`config.mk`:
```
export PLATFORM = sky130hd
export DESIGN_NAME = qsd_iter_mul
export DESIGN_NICKNAME = d
export VERILOG_FILES = /design/src/rtl/qsd_pkg.sv /design/src/rtl/qsd_adder.sv /design/src/rtl/qsd_digit_mul.sv /design/src/rtl/qsd_pp_gen.sv /design/src/rtl/qsd_iter_mul.sv
export SDC_FILE = /design/constraint.sdc
export NUM_CORES = 1
export LEC_CHECK = 0
export ABC_AREA = 1
export BUFFER_PORTS_ARGS = -buffer_cell sky130_fd_sc_hd__buf_2
export CORE_MARGIN = 2
export CORE_UTILIZATION = 56
export CTS_CLUSTER_DIAMETER = 30
export DETAILED_ROUTE_END_ITERATION = 6
export GPL_ROUTABILITY_DRIVEN = 0
export PLACE_DENSITY = 0.78
export REMOVE_ABC_BUFFERS = 1
export SLEW_MARGIN = 5
export SYNTH_ARGS = -nofsm -noshare
export SYNTH_HDL_FRONTEND = slang
export SYNTH_SLANG_ARGS = --single-unit
```
`constraint.sdc`:
```
create_clock -name clk_i -period 6.5 [get_ports clk_i]
set_input_delay 0.325 -clock clk_i [delete_from_list [all_inputs] [get_ports clk_i]]
set_output_delay 0.325 -clock clk_i [all_outputs]
set_load 0.005 [all_outputs]
```
`src/rtl/qsd_pkg.sv`:
```
package qsd_pkg;
  localparam int unsigned DIGIT_W = 3;
  typedef logic signed [DIGIT_W-1:0] qdig_t;
  typedef logic signed [1:0]         qcar_t;
  localparam qcar_t CAR_POS  = 2'sb01;
  localparam qcar_t CAR_NEG  = 2'sb11;
  localparam qcar_t CAR_ZERO = 2'sb00;
endpackage

```
`src/rtl/qsd_adder.sv`:
```
module qsd_adder
  import qsd_pkg::*;
#(
  parameter int unsigned W = 4
) (
  input  logic [DIGIT_W*W-1:0] x_i,
  input  logic [DIGIT_W*W-1:0] y_i,
  output logic [DIGIT_W*W-1:0] sum_o,
  output logic [1:0]           carry_o
);
  logic [2*W-1:0] car_v;

  for (genvar g = 0; g < W; g++) begin : g_dig
    qdig_t              xd, yd;
    logic signed [3:0]  raw, rem;
    qcar_t              c, cin;

    assign xd  = x_i[DIGIT_W*g +: DIGIT_W];
    assign yd  = y_i[DIGIT_W*g +: DIGIT_W];
    assign raw = {xd[2], xd} + {yd[2], yd};

    // step 1: keep |rem| <= 2, |c| <= 1
    always_comb begin
      if (raw > 4'sd2)       c = CAR_POS;
      else if (raw < -4'sd2) c = CAR_NEG;
      else                   c = CAR_ZERO;
    end
    assign rem = raw - {c, 2'b00};
    assign car_v[2*g +: 2] = c;

    if (g == 0) begin : g_lsd
      assign cin = CAR_ZERO;
    end else begin : g_up
      assign cin = car_v[2*(g-1) +: 2];
    end

    // step 2: absorb lower carry, no further carry
    assign sum_o[DIGIT_W*g +: DIGIT_W] = rem[2:0] + {cin[1], cin};
  end

  assign carry_o = car_v[2*W-1 -: 2];
endmodule

```
`src/rtl/qsd_digit_mul.sv`:
```
module qsd_digit_mul
  import qsd_pkg::*;
(
  input  logic [DIGIT_W-1:0] a_i,
  input  logic [DIGIT_W-1:0] b_i,
  output logic [DIGIT_W-1:0] m_o,
  output logic [DIGIT_W-1:0] c_o
);
  logic signed [5:0] prod, biased, hi, lo;

  assign prod   = {{3{a_i[2]}}, a_i} * {{3{b_i[2]}}, b_i};
  assign biased = prod + 6'sd2;
  // hi in -2..2, lo in -2..2, prod = 4*hi + lo
  assign hi     = biased >>> 2;
  assign lo     = prod - (hi <<< 2);
  assign m_o    = lo[2:0];
  assign c_o    = hi[2:0];
endmodule

```
`src/rtl/qsd_pp_gen.sv`:
```
module qsd_pp_gen
  import qsd_pkg::*;
#(
  parameter int unsigned N = 4
) (
  input  logic [DIGIT_W*N-1:0]     a_i,
  input  logic [DIGIT_W-1:0]       d_i,
  output logic [DIGIT_W*(N+1)-1:0] pp_o,
  output logic [1:0]               carry_o
);
  localparam int unsigned PPD = N + 1;

  logic [DIGIT_W*PPD-1:0] m_vec, c_vec;

  assign m_vec[DIGIT_W*N +: DIGIT_W] = '0;
  assign c_vec[0 +: DIGIT_W]         = '0;

  for (genvar k = 0; k < N; k++) begin : g_mul
    qsd_digit_mul u_dm (
      .a_i (a_i[DIGIT_W*k +: DIGIT_W]),
      .b_i (d_i),
      .m_o (m_vec[DIGIT_W*k +: DIGIT_W]),
      .c_o (c_vec[DIGIT_W*(k+1) +: DIGIT_W])
    );
  end

  qsd_adder #(.W(PPD)) u_gather (
    .x_i     (m_vec),
    .y_i     (c_vec),
    .sum_o   (pp_o),
    .carry_o (carry_o)
  );
endmodule

```
`src/rtl/qsd_iter_mul.sv`:
```
module qsd_iter_mul
  import qsd_pkg::*;
#(
  parameter int unsigned N = 4
) (
  input  logic                         clk_i,
  input  logic                         rst_ni,
  input  logic                         start_i,
  input  logic [DIGIT_W*N-1:0]         a_i,
  input  logic [DIGIT_W*N-1:0]         b_i,
  output logic                         busy_o,
  output logic                         done_o,
  output logic [DIGIT_W*(2*N+1)-1:0]   product_o
);
  localparam int unsigned PW  = 2*N + 1;
  localparam int unsigned PPD = N + 1;
  localparam int unsigned CW  = $clog2(N + 1);

  logic [DIGIT_W*N-1:0]   a_q, b_q;
  logic [DIGIT_W*PW-1:0]  acc_q, acc_nxt, pp_ext, pp_al;
  logic [DIGIT_W*PPD-1:0] pp;
  logic [CW-1:0]          cnt_q;
  logic                   busy_q, done_q;
  logic [1:0]             acc_carry, pp_carry;

  qsd_pp_gen #(.N(N)) u_ppg (
    .a_i     (a_q),
    .d_i     (b_q[DIGIT_W-1:0]),
    .pp_o    (pp),
    .carry_o (pp_carry)
  );

  assign pp_ext = {{(DIGIT_W*(PW-PPD)){1'b0}}, pp};
  assign pp_al  = pp_ext << (DIGIT_W*cnt_q);

  qsd_adder #(.W(PW)) u_acc_add (
    .x_i     (acc_q),
    .y_i     (pp_al),
    .sum_o   (acc_nxt),
    .carry_o (acc_carry)
  );

  always_ff @(posedge clk_i or negedge rst_ni) begin
    if (!rst_ni) begin
      a_q    <= '0;
      b_q    <= '0;
      acc_q  <= '0;
      cnt_q  <= '0;
      busy_q <= 1'b0;
      done_q <= 1'b0;
    end else begin
      done_q <= 1'b0;
      if (start_i && !busy_q) begin
        a_q    <= a_i;
        b_q    <= b_i;
        acc_q  <= '0;
        cnt_q  <= '0;
        busy_q <= 1'b1;
      end else if (busy_q) begin
        acc_q <= acc_nxt;
        b_q   <= b_q >> DIGIT_W;
        cnt_q <= cnt_q + 1'b1;
        if (cnt_q == CW'(N-1)) begin
          busy_q <= 1'b0;
          done_q <= 1'b1;
        end
      end
    end
  end

  assign busy_o    = busy_q;
  assign done_o    = done_q;
  assign product_o = acc_q;
endmodule

```
---- Word level (Yosys, flattened, before mapping) ----
Cells that the tools add are included.
Widths: inputs -> output; s select.
word-level totals
  flip-flop bits (word level) ............. 56
  output and inout port bits .............. 29
  bits in read-only memories .............. 0
  memories kept ........................... 0
  RAM bits ................................ 0
  bits in latches ......................... 0
  word-level logic and storage cells ...... 131
operators by class
  bitwise operators ....................... 0
  reductions and logical operators ........ 3
  divide/modulo/power cells ............... 0
  equality and inequality tests ........... 1
  multiplexer cells ....................... 40
  order comparisons ....................... 28
  shift-type cells ........................ 1
  add/subtract/negate cells ............... 47
  multipliers ............................. 5
operator list
  cell                 count
  $mux 27              2
  $sub 3x3->3          18
  $add 3x3->4          12
  $gt 4x3->1 const B   12
  $lt 4x2->1 const B   12
  $mux 2               24
  $add 3x3->3          12
  $shl 15x5->27        1
  $mux 12              2
  $add 5x3->5 const B  4
  $mul 3x3->5          4
  $mux 1               10
  $gt 3x3->1 const B   2
  $lt 3x2->1 const B   2
  $mux 3               2
  $mul 2x3->5 const A  1
  $add 3x1->3 const B  1
  $eq 3x2->1 const B   1
  $reduce_bool 2->1    1
  $logic_and 1x1->1    1
  $logic_not 1->1      1

---- Depth between registers and ports, before layout ----
Gate-level depths: netlist of the first run.
  depth in word-level cells ............... 18
  mapped depth ............................ 49
  gate-level depth less buffers ........... 47

---- Hierarchy ----
Synthesis of the first run repeated with hierarchy kept, for this count alone.
unflattened totals
  cell total of the unflattened synthesis .. 1227
  area total of the unflattened synthesis .. 7955.1 um2
by module, submodules not included
  module                       cells an instance  times used  area each (um2)  seq. area each (um2)
  qsd_iter_mul                 405                1           3148.0           1401.3
  qsd_adder at u_acc_add       415                1           2388.5           0.0
  qsd_digit_mul                51                 4           304.0            0.0
  qsd_adder at u_ppg.u_gather  202                1           1198.6           0.0
  qsd_pp_gen                   1                  1           3.8              0.0

---- Least setup slack after synthesis of the first run ----
OpenSTA, ideal clock, no wires.
  path kind ............................... register to register
  from .................................... register b_q[2]
  to ...................................... register acc_q[23] (netlist: product_o[23])
  required time ........................... 6378 ps
  cell stages (with the launch flop) ...... 39
  path slack .............................. -587 ps
  period minus slack after synthesis ...... 7087 ps
  arrival time ............................ 6966 ps
  cell sequence ........................... dfrtp_1 inv_1 clkbuf_1 or2_2 fa_1 fa_1 inv_1 ha_1 xnor2_1 xnor2_1 xor2_1 xnor2_1 ha_1 xnor2_2 o21ai_4 ha_1 ha_1 xnor2_1 [3 not listed] nand3_2 nand2_1 nand2_1 nand2_1 nand2_1 inv_1 ha_1 inv_1 fa_1 xnor2_1 nand3_1 nand2_1 ha_1 ha_1 xor2_1 xor2_1 or2_2 a32o_1
on the way
  word-level cells in the longest chain between the ends .. 18
  elaborated cells between the ends (all ways) .. 59
  those cells by class .................... add/sub (24); mul (4); order compare (14); shift (1); mux (16)
ends and longest elaborated chain
  item                      RTL line             RTL
  start: declaration        qsd_iter_mul.sv:19   logic [DIGIT_W*N-1:0] a_q, b_q;
  start signal: assignment  qsd_iter_mul.sv:55   b_q <= b_i;
  start signal: assignment  qsd_iter_mul.sv:61   b_q <= b_q >> DIGIT_W;
  $mul 3x3->5               qsd_digit_mul.sv:11  assign prod = {{3{a_i[2]}}, a_i} * {{3{b_i[2]}}, b_i};
  $add 5x3->5               qsd_digit_mul.sv:12  assign biased = prod + 6'sd2;
  $sub 3x3->3               qsd_digit_mul.sv:15  assign lo = prod - (hi <<< 2);
  $add 3x3->4               qsd_adder.sv:20      assign raw = {xd[2], xd} + {yd[2], yd};
  $lt 4x2->1                qsd_adder.sv:25      else if (raw < -4'sd2) c = CAR_NEG;
  $mux 2                    qsd_adder.sv:25
  $mux 2                    qsd_adder.sv:24      if (raw > 4'sd2) c = CAR_POS;
  $sub 3x3->3               qsd_adder.sv:28      assign rem = raw - {c, 2'b00};
  [2 not listed]            n/a
  $add 3x3->4               qsd_adder.sv:20
  $lt 4x2->1                qsd_adder.sv:25
  $mux 2                    qsd_adder.sv:25
  $mux 2                    qsd_adder.sv:24
  $sub 3x3->3               qsd_adder.sv:28
  $add 3x3->3 (*)           qsd_adder.sv:38      assign sum_o[DIGIT_W*g +: DIGIT_W] = rem[2:0] + {cin[1], cin};
  $mux 27 (*)               qsd_iter_mul.sv:59   end else if (busy_q) begin
  $mux 27 (*)               qsd_iter_mul.sv:53   if (start_i && !busy_q) begin
  end signal: assignment    qsd_iter_mul.sv:60   acc_q <= acc_nxt;
  end: declaration          qsd_iter_mul.sv:20   logic [DIGIT_W*PW-1:0] acc_q, acc_nxt, pp_ext, pp_al;
Every way passes the cells marked *; elsewhere a longest branch is shown, timed or not. The select of a mux whose other input is x is not followed.
A chain may end at the register's enable or synchronous reset.

---- Worst setup path in the final report of the first run ----
  from .................................... register b_q[2]
  to ...................................... register acc_q[17] (netlist: product_o[17])
Same word-level chain as after synthesis.

==> results of run 1 <==
-- registers in the layout (all words and copies together) (netlist names) --
signal / count
product_o: 27
a_q: 12
busy_o: 1
b_q: 12
done_o: 1
cnt_q: 3
-- what timing repair did --
action | in CTS | in global routing
setup buffers | 21 | 6
gates resized for setup | 91 | 90
endpoints found under the setup margin | 14 | 21
endpoints found under the hold margin | 0 | 0
pin swaps | 71 | 75
-- metrics by stage --
stage	hold slack, ns	area, um^2
after floorplan	0.0294	6470
after global placement	0.470	7480
after detailed placement	0.480	7480
after CTS	0.194	8130
after global routing	0.197	8580
final	0.140	8580
-- cells in the final DEF, fill, tap and decap left out, types with 5 or more instances in the layout --
cell type  instances
o21ai_1           11
nand2_1          214
nand3_1           59
buf_2             55
xnor2_1           15
a22o_1            10
xor2_2             6
nand2_4            5
nor2_2             5
buf_4             95
or2_2              9
fa_2              10
o21ai_2            5
fa_1              15
xor2_1            21
ha_2              11
ha_1              65
nand2_2           40
inv_1            107
ha_4              15
nor2_1            40
dfrtp_1           54
a21oi_1            7
inv_2             13
xnor2_2            7
o21ai_0           46
o211ai_1           7
nand3_2           32
clkbuf_16          5
-- kinds of logic (layout without fill, tap and decap cells) --
family	after synthesis	after routing	synth area share
AND/OR/NAND/NOR	411	411	0.270
flip-flops	56	56	0.212
XOR/XNOR	54	54	0.0750
buffers and inverters	150	286	0.0909
other	2	2	0.00114
AO/OA/AOI/OAI	111	111	0.103
adder cells (fa/ha/maj)	116	116	0.248
-- worst max-delay path: cells and delay by family (launching register included) --
family          cells  cell delay (ns)
fa+ha+maj           9             2.41
xor+xnor           10             1.69
simple gates       12             1.50
buf+inv             8             0.79
compound gates      4             0.41
flops               1             0.37
-- Yosys cell counts (2+ instances only) --
cell type    n
fa_1        25
a31oi_1      5
o211ai_1     7
nand2_1    244
nand2_2     15
ha_1        91
buf_2        4
xnor2_1     23
clkbuf_1    16
xor2_1      28
a22o_1      10
buf_4        3
o22ai_1      4
or2_2       13
inv_2        3
nand3_2      9
o21ai_0     59
o21ai_1      4
conb_1       2
xor2_2       2
nor2_1      45
a211oi_1     5
a21oi_1      7
clkinv_1     2
nand3_1     82
dfrtp_1     56
inv_1      119
o221ai_1     2
-- metal layers --
metal	up-vias	routed length [um]	GRT usage
met5	-	0	0
met4	0	1050	0.0927
met3	122	1350	0.0475
met2	319	9650	0.467
met1	3209	7630	0.353
li1	3179	-	-
-- how the worst min path moves through the flow --
stage	to	start	slack (ns)	depth (start not counted)
2_1_floorplan	a_q[0]	rst_ni	0.03	0
3_3_place_gp	b_q[5]	b_q[8]	0.47	2
3_5_place_dp	b_q[1]	b_q[4]	0.48	2
4_1_cts	a_q[2]	rst_ni	0.19	2
5_1_grt	a_q[7]	a_i[7]	0.20	3
6_report	b_q[8]	rst_ni	0.14	2
-- area by class of cell --
cell class              count  area (um^2)  share of cell area
repair buffers            154         1030               0.120
well taps                 143          179              0.0209
clock inverters             3         26.3             0.00306
flip-flops and latches     56         1400               0.164
multi-input cells         694         5340               0.623
inverters                 124          470              0.0548
clock buffers               5          125              0.0146
==> out/results.tsv, run 1 <==
stage	metric	value	unit
clock_tree	cts_tree	done	
clock_tree	clock_latency	0.32	ns
clock_tree	hold_buffers	0	
sta	slew_viol_final	0	
sta	finalClockSkew	0.00917	ns
yosys	synth_warnings	0	
run_status	violations	negative setup slack	
worst_setup_path	crit_top_cell	nand2_2	
yosys	netlist_area	0.00660	mm^2
sta	fin_crit_sh	1.13	
clock_tree	ctsRootBufferMaster	clkbuf_16	
sta	final.setup.tns	-5.54	ns
die	die_x	113	um
die	row_count	39	
final_layout	areaGrowthSynthToFinish	29.9	%
detailed_routing	dr.pass1.iters	7	
worst_setup_path	crit_path_start_kind	flop	
final_layout	drive_gt1_frac	0.331	
yosys	synth-edff-count	0	
final_layout	antennaDiodeCount	0	
placement	preCtsSetupSlack	-0.647	ns
sta	worst_pin_slew	0.951	ns
yosys	yosysTopAreaCell	dfrtp_1	
placement	io_buffers	55	
global_route	grt_util_all_layers	0.274	
job	maxCapViolations	0	
die	fp.dieArea	0.0127	mm^2
worst_setup_path	r2r_cells	43	
global_route	grt_max_degree	57	
min_path	hp-class	in2async	
detailed_routing	drc	0	
sta	timing.fmax	136	MHz
clock_tree	clk_path_buf_depth	2	
worst_setup_path	cp_max_fo	6	
detailed_routing	dr.first_iter.drc_count	810	
worst_setup_path	worstSetupPathType	reg2reg	
yosys	synth_cells	900	
final_layout	fin_nets	1178	
detailed_routing	wl_per_cell	16.7	um
sta	setup_ws	-0.870	ns
detailed_routing	drt_wl_total	19.7	mm
global_route	gr-total-overflow	0	
worst_setup_path	cp_slowest_cell	fa_1	
sta	fin_crit	7.37	ns
yosys	ys_ff_latch	56	
global_route	grt_pass1_vias	6355	
final_layout	num-fill-cells	759	
final_layout	fin_cells	1179	
worst_setup_path	r2r-start	b_q[2]	
yosys	netlist.area_leader.share	0.212	
worst_setup_path	cp-startpoint	b_q[2]	
clock_tree	clk_pin_slew_worst_paths	0.08	ns
sta	finalSetupViolations	17	
die	io_pins	56	
sta	rsz0062_at_grt	yes	
worst_setup_path	max_stage_delay	0.46	ns
sta	slew_headroom	0.365	
worst_setup_path	cp_data_required_time	6.65	ns
placement	dp_cells	1146	
yosys	avgSynthCellArea	7.34	um^2
detailed_routing	avgViaCountPerCell	5.79	
sta	finalHoldViolCount	0	
yosys	synth_cell_types	43	
run_status	status	finished with violations	
global_route	antenna_found_initial	0	
die	fp.dieH	113	um
worst_setup_path	arrival	7.52	ns
yosys	async_reset_ff_frac	1.00	
worst_setup_path	reg2reg_to	product_o[17]	
yosys	synth-seq-area-share	0.212	
detailed_routing	ant_nets	0	
die	core_area	0.0115	mm^2
clock_tree	htree_num_levels	2	
global_route	grt_pass1_wl	28.7	mm
placement	hpwlAfterDp	11.2	mm
final_layout	utilization	0.748	
detailed_routing	route.vias.total	6829	
yosys	synth_ff_type	dfrtp_1	
worst_setup_path	regToRegSetupSlack	-0.87	ns
clock_tree	cts_sinks	56	
die	start_util	0.576	
worst_setup_path	endpoint	product_o[17]	
clock_tree	cts_buffers	5	
yosys	synth_area_leaders	dfrtp_1, ha_1, nand2_1	
worst_setup_path	cp-end-kind	flop	
Power of run 1 is left out: the tool's default activity adds up to more than one toggle a clock period on the data nets, which glitch-free logic cannot reach.
==> inputs of run 2 (changes only) <==
Settings changed: SKIP_CTS_REPAIR_TIMING set to 1.
==> run 2 against run 1 <==
Net effect:
- largest cell class unchanged
- highest routed layer unchanged
- maximum frequency rose by 2.9%
- clock-buffer cell count did not move
- the flow finishes with violations (design-rule violations, negative setup slack)
- setup slack better by 0.21 ns
==> out/results.tsv, run 2 (synthesis gave the netlist of run 1 again) <==
stage	metric	value	unit	change
run_status	status	finished with violations		
run_status	violations	design-rule violations, negative setup slack		
final_layout	final_area	0.00881	mm^2	+2.7%
die	io_pins	56		unchanged
global_route	grt_pass1_wl	25.8	mm	-10%
final_layout	fin_nets	1175		-0.25%
global_route	grt_pass1_vias	5802		-8.7%
worst_setup_path	cp_max_fo	6		unchanged
sta	finalSetupViolations	13		-4
final_layout	areaGrowthSynthToFinish	33.5	%	
final_layout	largest_register_ffs	27		unchanged
detailed_routing	dr.first_iter.drc_count	695		-14%
detailed_routing	drc	2		+2
die	fp.dieH	113	um	unchanged
final_layout	drive_gt1_frac	0.361		+0.0300
worst_setup_path	arrival	7.37	ns	-0.15 ns
clock_tree	clock_latency	0.31	ns	about the same
die	fp.dieArea	0.0127	mm^2	unchanged
placement	hpwlAfterDp	11.2	mm	unchanged
sta	timing.fmax	140	MHz	+2.9%
worst_setup_path	cp_data_required_time	6.71	ns	+0.06 ns
clock_tree	cts_tree	done		
worst_setup_path	crit_path_start_kind	flop		
final_layout	final_common_cell	nand2_1		
worst_setup_path	max_stage_delay	0.46	ns	about the same
global_route	antenna_found_initial	0		unchanged
global_route	gr-total-overflow	0		unchanged
detailed_routing	ant_nets	0		unchanged
detailed_routing	route.vias.total	6857		+0.41%
sta	final.setup.tns	-3.79	ns	+1.75 ns
placement	io_buffers	55		unchanged
sta	slew_headroom	0.355		-0.0103
die	row_count	39		unchanged
sta	slew_viol_final	0		unchanged
global_route	grt_util_all_layers	0.245		-0.0293
sta	fin_crit	7.16	ns	-0.210 ns
die	die_x	113	um	unchanged
job	maxCapViolations	0		unchanged
sta	worst_pin_slew	0.967	ns	+0.0154 ns
sta	fin_crit_sh	1.10		-0.0323
clock_tree	clk_path_buf_depth	2		unchanged
min_path	hp-class	in2async		
worst_setup_path	cp-end-kind	flop		
detailed_routing	drt_wl_total	19.6	mm	-0.37%
worst_setup_path	worstSetupPathType	reg2reg		
die	core_area	0.0115	mm^2	unchanged
sta	rsz0062_at_grt	yes		
placement	postPlaceCellArea	0.00748	mm^2	unchanged
clock_tree	htree_num_levels	2		unchanged
clock_tree	clk_pin_slew_worst_paths	0.08	ns	about the same
sta	setup_ws	-0.660	ns	+0.210 ns
detailed_routing	wl_per_cell	16.7	um	-0.11%
clock_tree	cts_sinks	56		unchanged
die	start_util	0.576		unchanged
detailed_routing	dr.pass1.iters	7		unchanged
sta	finalHoldViolCount	0		unchanged
clock_tree	cts_buffers	5		unchanged
sta	finalClockSkew	0.00858	ns	-0.000589 ns
final_layout	final_cell_mix	nand2_1, inv_1, buf_4		
clock_tree	ctsRootBufferMaster	clkbuf_16		
global_route	grt_max_degree	57		unchanged
detailed_routing	avgViaCountPerCell	5.83		+0.67%
final_layout	antennaDiodeCount	0		unchanged
worst_setup_path	crit_top_cell	nand2_2		
worst_setup_path	cp_slowest_cell	fa_1		
-- run 2: changes by cell type in the layout (fill, tap and decap cells not counted), moves of 3 or more --
cell | before | now
nand3_1 | 59 | 56
ha_4 | 15 | 29
ha_1 | 65 | 52
inv_1 | 107 | 98
inv_2 | 13 | 23
buf_4 | 95 | 88
buf_6 | 4 | 8
o21ai_0 | 46 | 43
nand3_4 | 0 | 4
-- run 2: worst max-delay path, delay by kind of cell, from the launching register on --
family          cells  cell delay, ns
buf+inv             7            0.49
flops               1            0.36
simple gates       19            2.03
xor+xnor            8            1.52
compound gates      1            0.21
fa+ha+maj          10            2.44
-- run 2: final timing paths --
path	from	to	slack, ns	cells after the start
min in group clk_i	a_i[2]	a_q[2]	0.20	3
hold reg to reg	b_q[4]	b_q[1]	0.49	2
max in group asynchronous	rst_ni	b_q[1]	5.83	2
setup / recovery	b_q[2]	product_o[23]	-0.66	45
hold / removal	rst_ni	a_q[1]	0.15	2
setup reg to reg	b_q[2]	product_o[23]	-0.66	45
-- run 2: area by class of cell --
| class | count | area, um^2 |
|---|---|---|
| inverters | 124 | 468 |
| flip-flops and latches | 56 | 1400 |
| multi-input cells | 694 | 5590 |
| well taps | 143 | 179 |
| clock buffers | 5 | 125 |
| fillers | 709 | 2650 |
| repair buffers | 151 | 1030 |
| clock inverters | 3 | 26.3 |
-- run 2: metal layers --
layer  global-route usage  part of all wire
met2                0.410              0.50
met4               0.0618             0.044
met5                    0                 0
met1                0.335              0.39
met3               0.0356             0.062
-- run 2: per-stage QoR --
stage / util / hold slack [ns] / std cells / setup WS [ns]
floorplan: - / 0.0294 / 874 / -0.513
CTS: 0.666 / 0.194 / 1154 / -0.752
finish: 0.769 / 0.154 / 1176 / -0.660
detailed placement: 0.652 / 0.480 / 1146 / -0.647
global placement: 0.652 / 0.470 / 1146 / -0.407
global route: 0.769 / 0.201 / 1176 / -0.919
Power of run 2 is left out for the same reason.
